<file path="src/rtl/irq_pkg.sv">
package irq_pkg;
  localparam int REG_W     = 8;
  localparam int NREG      = 2;
  localparam int ADDR_W    = 8;
  localparam int EVT_W     = REG_W * NREG;
  localparam int STAT_BASE = 3;
  localparam int EN_BASE   = STAT_BASE + NREG;

  // positions that exist in each register
  function automatic logic [REG_W-1:0] valid_mask(input int idx);
    return (idx == 0) ? 8'h9B : 8'hFF;
  endfunction

  // enable value after reset
  function automatic logic [REG_W-1:0] en_reset(input int idx);
    return (idx == 0) ? 8'h00 : 8'h01;
  endfunction
endpackage

</file>
<file path="src/rtl/irq_rst_sync.sv">
module irq_rst_sync #(
  parameter int STAGES = 2
) (
  input  logic clk_i,
  input  logic rst_n_i,
  output logic rst_n_o
);
  logic [STAGES-1:0] sync_q;

  always_ff @(posedge clk_i or negedge rst_n_i) begin
    if (!rst_n_i) sync_q <= '0;
    else          sync_q <= {sync_q[STAGES-2:0], 1'b1};
  end

  assign rst_n_o = sync_q[STAGES-1];
endmodule

</file>
<file path="src/rtl/irq_stat_bank.sv">
module irq_stat_bank #(
  parameter int             W      = 8,
  parameter logic [W-1:0]   VALID  = '1,
  parameter logic [W-1:0]   EN_RST = '0
) (
  input  logic         clk_i,
  input  logic         rst_n_i,
  input  logic [W-1:0] evt_i,
  input  logic         wr_en_i,
  input  logic [W-1:0] wr_data_i,
  input  logic         clr_i,
  output logic [W-1:0] stat_o,
  output logic [W-1:0] en_o,
  output logic         pend_o
);
  logic [W-1:0] stat_q, stat_d;
  logic [W-1:0] en_q, en_d;
  logic [W-1:0] evt_m, clr_m;
  logic         stat_ce, en_ce;

  always_comb begin
    evt_m   = evt_i & VALID;
    clr_m   = clr_i ? en_q : '0;
    // new events win over the clear
    stat_d  = (stat_q & ~clr_m) | evt_m;
    stat_ce = clr_i | (|evt_m);
    en_d    = wr_data_i & VALID;
    en_ce   = wr_en_i;
  end

  always_ff @(posedge clk_i or negedge rst_n_i) begin
    if (!rst_n_i)     stat_q <= '0;
    else if (stat_ce) stat_q <= stat_d;
  end

  always_ff @(posedge clk_i or negedge rst_n_i) begin
    if (!rst_n_i)   en_q <= EN_RST;
    else if (en_ce) en_q <= en_d;
  end

  assign stat_o = stat_q;
  assign en_o   = en_q;
  assign pend_o = |(stat_q & en_q);

  assert_reserved_zero_R3: assert property (@(posedge clk_i) disable iff (!rst_n_i)
    ((stat_q | en_q) & ~VALID) == '0);

  assert_sticky_R1: assert property (@(posedge clk_i) disable iff (!rst_n_i)
    !clr_i |=> ((stat_q & $past(stat_q)) == $past(stat_q)));

  assert_clear_only_enabled_R6: assert property (@(posedge clk_i) disable iff (!rst_n_i)
    clr_i |=> ((stat_q & $past(stat_q & ~en_q)) == $past(stat_q & ~en_q)));

  assert_event_kept_R8: assert property (@(posedge clk_i) disable iff (!rst_n_i)
    1'b1 |=> ((stat_q & $past(evt_i & VALID)) == $past(evt_i & VALID)));
endmodule

</file>
<file path="src/rtl/irq_req_out.sv">
module irq_req_out #(
  parameter int N = 2
) (
  input  logic         clk_i,
  input  logic         rst_n_i,
  input  logic [N-1:0] pend_i,
  output logic         irq_n_o
);
  logic irq_n_q, irq_n_d;

  always_comb irq_n_d = ~(|pend_i);

  always_ff @(posedge clk_i or negedge rst_n_i) begin
    if (!rst_n_i) irq_n_q <= 1'b1;
    else          irq_n_q <= irq_n_d;
  end

  assign irq_n_o = irq_n_q;

  assert_irq_tracks_R4: assert property (@(posedge clk_i) disable iff (!rst_n_i)
    1'b1 |=> (irq_n_o == !$past(|pend_i)));
endmodule

</file>
<file path="src/rtl/irq_status_ctrl.sv">
module irq_status_ctrl
  import irq_pkg::*;
(
  input  logic              clk_i,
  input  logic              rst_n_i,
  input  logic [EVT_W-1:0]  evt_i,
  input  logic [ADDR_W-1:0] addr_i,
  input  logic              wr_en_i,
  input  logic [REG_W-1:0]  wr_data_i,
  input  logic              rd_en_i,
  output logic [REG_W-1:0]  rd_data_o,
  output logic              irq_n_o
);
  logic             rst_n;
  logic [REG_W-1:0] stat [NREG];
  logic [REG_W-1:0] en   [NREG];
  logic [NREG-1:0]  pend;
  logic [NREG-1:0]  sel_stat, sel_en;
  logic [REG_W-1:0] rd_mux;
  logic [REG_W-1:0] rd_q;
  logic             in_range;

  irq_rst_sync #(.STAGES(2)) u_rst (
    .clk_i(clk_i), .rst_n_i(rst_n_i), .rst_n_o(rst_n)
  );

  for (genvar g = 0; g < NREG; g++) begin : g_bank
    assign sel_stat[g] = (addr_i == ADDR_W'(STAT_BASE + g));
    assign sel_en[g]   = (addr_i == ADDR_W'(EN_BASE + g));

    irq_stat_bank #(
      .W(REG_W), .VALID(valid_mask(g)), .EN_RST(en_reset(g))
    ) u_bank (
      .clk_i    (clk_i),
      .rst_n_i  (rst_n),
      .evt_i    (evt_i[g*REG_W +: REG_W]),
      .wr_en_i  (wr_en_i & sel_en[g]),
      .wr_data_i(wr_data_i),
      .clr_i    (rd_en_i & sel_stat[g]),
      .stat_o   (stat[g]),
      .en_o     (en[g]),
      .pend_o   (pend[g])
    );
  end

  always_comb begin
    rd_mux = '0;
    for (int i = 0; i < NREG; i++) begin
      if (sel_stat[i]) rd_mux = stat[i];
      if (sel_en[i])   rd_mux = en[i];
    end
    in_range = (|sel_stat) | (|sel_en);
  end

  always_ff @(posedge clk_i or negedge rst_n) begin
    if (!rst_n)       rd_q <= '0;
    else if (rd_en_i) rd_q <= rd_mux;
  end

  assign rd_data_o = rd_q;

  irq_req_out #(.N(NREG)) u_req (
    .clk_i(clk_i), .rst_n_i(rst_n), .pend_i(pend), .irq_n_o(irq_n_o)
  );

  assert_unmapped_zero_R10: assert property (@(posedge clk_i) disable iff (!rst_n)
    (rd_en_i && !in_range) |=> (rd_data_o == '0));

  assert_read_pre_clear_R6: assert property (@(posedge clk_i) disable iff (!rst_n)
    (rd_en_i && sel_stat[0]) |=> (rd_data_o == $past(stat[0])));
endmodule

</file>
<file path="config.mk">
export PLATFORM = sky130hd
export DESIGN_NAME = irq_status_ctrl
export DESIGN_NICKNAME = d
export VERILOG_FILES = /design/src/rtl/irq_pkg.sv /design/src/rtl/irq_rst_sync.sv /design/src/rtl/irq_stat_bank.sv /design/src/rtl/irq_req_out.sv /design/src/rtl/irq_status_ctrl.sv
export SDC_FILE = /design/constraint.sdc
export NUM_CORES = 1
export LEC_CHECK = 0
export BUFFER_PORTS_ARGS = -buffer_cell sky130_fd_sc_hd__buf_2
export CELL_PAD_IN_SITES_DETAIL_PLACEMENT = 0
export CELL_PAD_IN_SITES_GLOBAL_PLACEMENT = 1
export CORE_ASPECT_RATIO = 1.5
export CORE_UTILIZATION = 25
export DETAILED_ROUTE_END_ITERATION = 7
export PLACE_DENSITY = 0.49
export SYNTH_ARGS = -nofsm -noshare
export SYNTH_HDL_FRONTEND = slang
export SYNTH_SLANG_ARGS = --single-unit
</file>
<file path="constraint.sdc">
create_clock -name clk_i -period 2.2 [get_ports clk_i]
set_input_delay 0.11 -clock clk_i [delete_from_list [all_inputs] [get_ports clk_i]]
set_output_delay 0.11 -clock clk_i [all_outputs]
set_load 0.03 [all_outputs]
</file>
==> results.txt <==
Outcome = completed
Final hold slack = 0.00645 ns
Sw Pwr = 352 uW
Setup repair bufs after CTS = 0
Crit path max fanout = 8
Detailed Place HPWL = 3400 um
FF+latch count, synth = 37
Fin crit share = 72.0%
RSZ-0062 raised after global routing = false
Clk buf depth = 2
CTS resizes = 0
Synth top cells by count = dfrtp_1, nand2_1, a21o_1
Ys async rst share = 100%
# diodes = 0
Slowest CP cell = or4_4
Sequential power share = 53.5%
CTS tree = built
Share of the synthesized area in the top cell type = 50.8%
Setup TNS Final = 0 ns
Clock Sinks = 37
WHS Path Cells = 2
Grt met3 use = 3.31%
# fillers = 706
Count leader, synth = dfrtp_1
Final setup fails = 0
Gpl congestion = 0.821
Syn Std Cell Area = 1720 um^2
Leak = 0.965 nW
Final instance area = 2210 um^2
Clock Power Share = 33.5%
Drt initial violations = 90
Drt pass-1 iters = 4
Die area = 7230 um^2
Sw Ratio = 25.8%
Met1 Resource Use GR = 18.0%
Top cells by area, synth = dfrtp_1, a21o_1, mux2_2
Top FF cell, synth = dfrtp_1
Area growth from synthesis to layout = 28.5%
Power per Cell Area = 617 nW/um^2
Final Slew Violations = 0
Int Power = 1.01 mW
CP arrival = 1.76 ns
Placed cell areas = 2030 um^2
Hold Path Sink = g_bank[1].u_bank.stat_o[2]
Routed via count = 1388
Core Footprint = 6580 um^2
Worst reg-to-reg path cell count = 3
CP peak stage delay = 0.59 ns
Worst r2r src = g_bank[1].u_bank.en_o[5]
Crit start category = input port
Beginning of the critical path = addr_i[4]
Reg2reg setup slack = 0.99 ns
Per-cell routed wire length = 16.4 um
Largest net degree at the start of global routing = 36
Port bufs = 41
Worst-path cell chain = buf_2 > or4_4 > nor4_1 > buf_4 > nand2_1 > a21o_1
Num rows = 36
CTS root buf = clkbuf_8
Worst Tran Pin Value = 0.494 ns
VDD IR-drop max = 0.000401 V
Vias in the first global route = 1461
WP data required = 2.38 ns
Die Width = 69.8 um
GRT overflow = 0
TritonCTS Buffers = 5
Worst Hold Class = in2reg
Skew final = 0.00503 ns
Hold Violations, Final = 0
Residual DRC = 0
Routing usage on met2 = 22.0%
Setup CP Type = in2reg
Logic gate share of total power = 13.0%
Yosys warnings = 0
First-pass GRT wire length = 7750 um
RR Endpoint = u_req.irq_n_o
Tmin final = 1.58 ns
Skew-Pair Late Insertion Delay = 0.28 ns
Drt total wl = 4710 um
Slew headroom = 66.8%
DIE HEIGHT = 104 um
Number of H-tree levels = 2
Cell variety after synth = 31
Synth Area per Inst = 11.3 um^2
Synth Instances = 153
# nets final = 247
Hold bufs inserted after CTS = 10
Syn nets = 189
I/O pin cnt = 45
Gr usage total = 13.8%
Post-DRT Antenna Nets = 0
Buf/Inv on CP = 2
Seq/Total Area, Yosys = 53.9%
Via density = 4.82
Post-synth EDFFs = 0
Crit path max-delay family = simple AND/OR/NAND/NOR gates
Worst path depth = 6
Layout cells sized above 1 = 33.5%
CP endpoint kind = register
Max Cap Viol = 0
Hold_sp = evt_i[10]
Starting Density = 26.2%
Post-synth top area cell = dfrtp_1
GR peak layer = met2
Clk slew on worst S/H paths = 0.07 ns
Peak Freq = 631 MHz
Initial antenna violation count = 0
==> placed cells by master, fill, tap and decap left out, types with 5 or more instances in the layout <==
cell,instances
nor2b_1,5
a22oi_1,5
dlygate4sd3_1,10
o22ai_1,5
mux2_4,5
nand2_1,22
nand2b_1,5
mux2_2,8
dfrtp_1,35
nand3_1,10
buf_4,5
buf_2,41
clkbuf_8,5
a21o_1,18
o21ai_0,5
a31oi_1,5
==> cells by family after synthesis <==
logic type             after synthesis  synth area share [%]
AO/OA/AOI/OAI                       42                  16.6
buffers and inverters                5                  1.60
AND/OR/NAND/NOR                     55                  18.2
other                                1                 0.218
multiplexers                        13                  9.59
flip-flops                          37                  53.9
==> registers in the layout, indices dropped and copies added, names as in the netlist <==
register and flops:
u_rst.sync_q 2, u_req.irq_n_o 1, rd_data_o 8, g_bank.u_bank.en_o 13
g_bank.u_bank.stat_o 13
==> layout make-up <==
cell class | count | area, um^2 | share of cell area [%]
sequential | 37 | 928 | 41.9
multi-input combinational | 111 | 767 | 34.7
timing repair buffer | 56 | 343 | 15.5
tap | 76 | 95.1 | 4.30
clock buffer | 8 | 80.1 | 3.62
==> stage by stage <==
step	worst slack (ns)	cells	total power, mW	utilization (%)
floorplan	0.519	153	0.835	-
global placement	0.345	270	0.907	30.9
detailed placement	0.321	270	0.911	30.9
CTS	0.621	288	1.39	33.7
global route	0.548	288	1.43	33.7
finish	0.616	288	1.37	33.7
==> routing by layer <==
layer / share of wire, % / vias up
li1: - / 667
met1: 45 / 685
met2: 50 / 31
met3: 3.5 / 5
met4: 1.2 / 0
met5: 0 / -
==> power by group through the flow <==
stage	clock (mW)	sequential [mW]	combinational (mW)
floorplan	0	0.775	0.0604
global placement	0	0.743	0.163
detailed placement	0	0.744	0.167
CTS	0.476	0.731	0.182
global route	0.505	0.734	0.195
finish	0.458	0.731	0.178
==> worst max path at each step <==
| stage | end | slack (ns) |
|---|---|---|
| floorplan | g_bank[0].u_bank.en_o[0] | 0.52 |
| global placement | g_bank[1].u_bank.stat_o[5] | 0.35 |
| detailed placement | g_bank[1].u_bank.stat_o[2] | 0.32 |
| CTS | g_bank[1].u_bank.stat_o[2] | 0.62 |
| global route | g_bank[1].u_bank.stat_o[2] | 0.55 |
| finish | g_bank[1].u_bank.stat_o[2] | 0.62 |
No activity file was read; power rests on OpenSTA's default activity.
